## src/rtl/spi_dac_loader.sv

```systemverilog
module spi_dac_loader #(
  parameter int FRAME_BITS  = 16,
  parameter int DATA_W      = 8,
  parameter int SYNC_STAGES = 2
) (
  input  logic              clk,
  input  logic              rst_n,
  input  logic              cs_n,
  input  logic              sclk,
  input  logic              sdi,
  input  logic              addr_sel,
  output logic [DATA_W-1:0] dac_code,
  output logic              dac_update
);
  localparam int CNT_W    = $clog2(FRAME_BITS + 1);
  localparam int HDR_W    = 4;
  localparam int DATA_MSB = FRAME_BITS - HDR_W - 1;

  logic [SYNC_STAGES-1:0] cs_pipe, sck_pipe, sdi_pipe, adr_pipe;
  logic                   cs_d, sck_d;
  logic [FRAME_BITS-1:0]  shreg;
  logic [CNT_W-1:0]       bit_cnt;
  logic                   active, frame_done;

  always_ff @(posedge clk or negedge rst_n) begin
    if (!rst_n) begin
      cs_pipe  <= '1;
      sck_pipe <= '1;
      sdi_pipe <= '0;
      adr_pipe <= '0;
      cs_d     <= 1'b1;
      sck_d    <= 1'b1;
    end else begin
      cs_pipe  <= {cs_pipe[SYNC_STAGES-2:0], cs_n};
      sck_pipe <= {sck_pipe[SYNC_STAGES-2:0], sclk};
      sdi_pipe <= {sdi_pipe[SYNC_STAGES-2:0], sdi};
      adr_pipe <= {adr_pipe[SYNC_STAGES-2:0], addr_sel};
      cs_d     <= cs_pipe[SYNC_STAGES-1];
      sck_d    <= sck_pipe[SYNC_STAGES-1];
    end
  end

  wire cs_s     = cs_pipe[SYNC_STAGES-1];
  wire cs_fall  = cs_d & ~cs_s;
  wire sck_fall = sck_d & ~sck_pipe[SYNC_STAGES-1] & ~cs_s;
  wire last_bit = (bit_cnt == CNT_W'(FRAME_BITS - 1));

  wire [FRAME_BITS-1:0] nxt_word = {shreg[FRAME_BITS-2:0], sdi_pipe[SYNC_STAGES-1]};
  wire [HDR_W-1:0]      hdr_ref  = {1'b0, adr_pipe[SYNC_STAGES-1], 2'b01};
  wire                  hdr_ok   = (nxt_word[FRAME_BITS-1 -: HDR_W] == hdr_ref);

  always_ff @(posedge clk or negedge rst_n) begin
    if (!rst_n) begin
      shreg      <= '0;
      bit_cnt    <= '0;
      active     <= 1'b0;
      frame_done <= 1'b0;
      dac_code   <= '0;
      dac_update <= 1'b0;
    end else begin
      dac_update <= 1'b0;
      if (cs_s) begin
        active  <= 1'b0;
      end else if (cs_fall) begin
        active     <= 1'b1;
        frame_done <= 1'b0;
        bit_cnt    <= '0;
      end else if (active && sck_fall) begin
        shreg <= nxt_word;
        if (last_bit) begin
          active     <= 1'b0;
          frame_done <= 1'b1;
          if (hdr_ok) begin
            dac_code   <= nxt_word[DATA_MSB -: DATA_W];
            dac_update <= 1'b1;
          end
        end else begin
          bit_cnt <= bit_cnt + 1'b1;
        end
      end
    end
  end
endmodule

```

## config.mk

```make
export PLATFORM = sky130hd
export DESIGN_NAME = spi_dac_loader
export DESIGN_NICKNAME = d
export VERILOG_FILES = /design/src/rtl/spi_dac_loader.sv
export SDC_FILE = /design/constraint.sdc
export NUM_CORES = 1
export LEC_CHECK = 0
export BUFFER_PORTS_ARGS = -buffer_cell sky130_fd_sc_hd__clkbuf_2
export CAP_MARGIN = 30
export CORE_ASPECT_RATIO = 1.5
export CORE_MARGIN = 1.5
export CORE_UTILIZATION = 40
export DETAILED_ROUTE_END_ITERATION = 7
export GPL_ROUTABILITY_DRIVEN = 0
export MAX_ROUTING_LAYER = met4
export SLEW_MARGIN = 20
export SYNTH_ARGS = -nofsm -noshare
export SYNTH_HDL_FRONTEND = slang
export SYNTH_SLANG_ARGS = --single-unit
```

## constraint.sdc

```tcl
create_clock -name clk -period 2.18 [get_ports clk]
set_input_delay 0.109 -clock clk [delete_from_list [all_inputs] [get_ports clk]]
set_output_delay 0.109 -clock clk [all_outputs]
set_load 0.03 [all_outputs]
```

==> metrics.csv <==
metric,value,unit
grt_max_degree,41,
grt_use_total,0.130,
ys.flop_type,dfrtp_1,
syn_inst,102,
insertion_delay,290,ps
combPwrFrac,0.040,
routed_wl,2370,um
synth-xor-area-share,0.00545,
ys.warnings.count,0,
yosys-top-cells-area,"dfrtp_1, dfstp_2, mux2_4",
drt_pass1_iterations,4,
netSwitchingPower,0.000295,W
final_util,0.485,
synthAdderAreaFrac,0.0156,
status,finished clean,
synth_edf_count,0,
r2r_slack,140,ps
slew_headroom,0.769,
holdBufCountCts,5,
power_frac_clock,0.434,
yosysTopAreaCell,dfrtp_1,
async_reset_ff_frac,1.00,
postCtsSetupBuffers,0,
muxShareOfSynthArea,0.197,
power_frac_seq,0.526,
start_util,0.413,
grt_overflow_total,0,
cp-start-kind,flip-flop,
fin_crit_sh,0.934,
cts_root_buffer,clkbuf_8,
drtIter0Drc,15,
setup_tns,0,ps
port-buffer-count,14,
ys_seq_elements,40,
crit_required,2350,ps
tritoncts,built,
setup_viol,0,
clockBufferDepth,2,
vias_per_cell,5.09,
io_pins,15,
critPathMostFrequentCell,ha_1,
avgSynthCellArea,15.8,sq um
intPower,0.00121,W
cp_data_arrival_time,2210,ps
final_nets,133,
grt_pass1_vias,872,
syn_nets,110,
grt_first_pass_wirelength,4000,um
die_width,54.7,um
max_freq,491,MHz
grt_antenna_before_repair,0,
cp_max_fo,9,
vias,871,
route.detailed.drc,0,
synth_cell_type_count,27,
worstMarginPinSlew,346,ps
synth-simple-area-share,0.0958,
n_antenna_cell,0,
most-common-layout-cells,"dfrtp_1, clkbuf_2, mux2_2",
synth_area,1610,sq um
whs,232,ps
drive_gt1_frac,0.452,
hold_path_class,in2async,
cp-end-kind,flip-flop,
drv_slew,0,
antenna_left,0,
synth_compound_area_frac,0.0265,
finalHoldViolCount,0,
synth_top_family_by_area,multiplexers,
core,3890,sq um
clkSinkCount,40,
crit_chain,"ha_1, and3_1, ha_1, and4bb_2, nand4_2, mux2_2",
final_common_cell,dfrtp_1,
clkTransAtPathRegs,70,ps
crit_type,reg2reg,
cpMaxStageDelayCell,dfrtp_1,
swShare,0.197,
avgRoutedWirePerCell,13.9,um
final_critical_path_setup_slack,144,ps
die_y,80.6,um
ir_worst_vdd,407,uV
fin_skew,7.36,ps
cts_made_buffers,5,
rsz0062_at_grt,false,
dpl.hpwl,1530,um
ys_seq_area_frac,0.628,
cts_resized,0,
max-cap-violations,0,
htree_levels,2,
rows,28,
cpPeakStageDelay,420,ps
min_period,2040,ps
synthToLayoutAreaGrowth,17.4,%
power_density,796,nW/um^2
leakage,0.930,nW
synth_top_area_share,0.530,
dp_slack,153,ps
dieArea,4410,sq um
-- state kept, by name, summed over array words and instances, names as in the netlist --
name,count
dac_update,1
adr_pipe,2
cs_d,1
sdi_pipe,2
bit_cnt,5
dac_code,8
shreg,15
active,1
sck_pipe,2
cs_pipe,2
sck_d,1
-- cells by family (layout without fill, tap and decap cells) --
| logic type | Yosys count | after routing |
|---|---|---|
| compound gates | 7 | 7 |
| xor+xnor | 1 | 1 |
| flops | 40 | 40 |
| fa+ha+maj | 2 | 2 |
| buf+inv | 6 | 30 |
| mux | 25 | 25 |
| simple gates | 21 | 21 |
-- worst max-delay path, delay by kind of cell (launching register included) --
| family | cells | cell delay [ps] |
|---|---|---|
| and+or+nand+nor | 3 | 680 |
| adders and majority gates | 2 | 450 |
| muxes | 1 | 380 |
| DFF | 1 | 420 |
-- synthesized netlist by cell type, types with 2 or more instances --
cell,instances
and3_1,2
and3b_1,3
and4bb_2,2
dfrtp_1,34
dfstp_2,6
ha_1,2
inv_1,2
mux2_2,13
mux2_4,10
mux2i_1,2
nand2_1,4
nand4b_1,2
nor2_1,3
o21ai_0,4
-- area by class of cell --
| class | instances | area [sq um] |
|---|---|---|
| Fill cell | 344 | 2000 |
| Timing Repair Buffer | 20 | 140 |
| Clock buffer | 7 | 96.3 |
| Inverter | 2 | 7.51 |
| Clock inverter | 1 | 30.0 |
| Tap cell | 45 | 56.3 |
| Sequential cell | 40 | 1010 |
| Multi-Input combinational cell | 56 | 547 |
-- stage by stage --
step	total power, W	cells	area (sq um)
floorplan	0.000829	102	1610
global placement	0.000850	157	1690
detailed placement	0.000855	157	1690
CTS	0.00152	170	1870
global route	0.00156	171	1890
finish	0.00150	171	1890
-- path summary, 6_finish.rpt --
kind / start / endpoint / depth (start not counted)
min in group clk: adr_pipe[0]$_DFF_PN0_ / adr_pipe[1]$_DFF_PN0_ / 0
min reg2reg: adr_pipe[0]$_DFF_PN0_ / adr_pipe[1]$_DFF_PN0_ / 0
max in group asynchronous: rst_n / sck_d$_DFF_PN1_ / 3
max reg2reg: bit_cnt[0]$_DFFE_PN0P_ / dac_code[2]$_DFFE_PN0P_ / 6
max: bit_cnt[0]$_DFFE_PN0P_ / dac_code[2]$_DFFE_PN0P_ / 6
min: rst_n / bit_cnt[2]$_DFFE_PN0P_ / 2
-- power groups by stage --
stage          combinational (W)  clock, W  sequential [W]
6_report               0.0000606  0.000651        0.000789
4_1_cts                0.0000583  0.000672        0.000789
3_5_place_dp           0.0000513         0        0.000803
3_3_place_gp           0.0000487         0        0.000801
5_1_grt                0.0000683  0.000704        0.000793
2_1_floorplan          0.0000331         0        0.000796
-- routing by layer --
layer,part of all wire,GRT usage,up-vias,wire [um]
li1,-,-,406,-
met1,0.43,0.167,445,1030
met2,0.51,0.185,14,1210
met3,0.034,0.0390,6,80
met4,0.020,0.0600,0,48
met5,0,-,-,0
(Power assumes the default switching activity.)
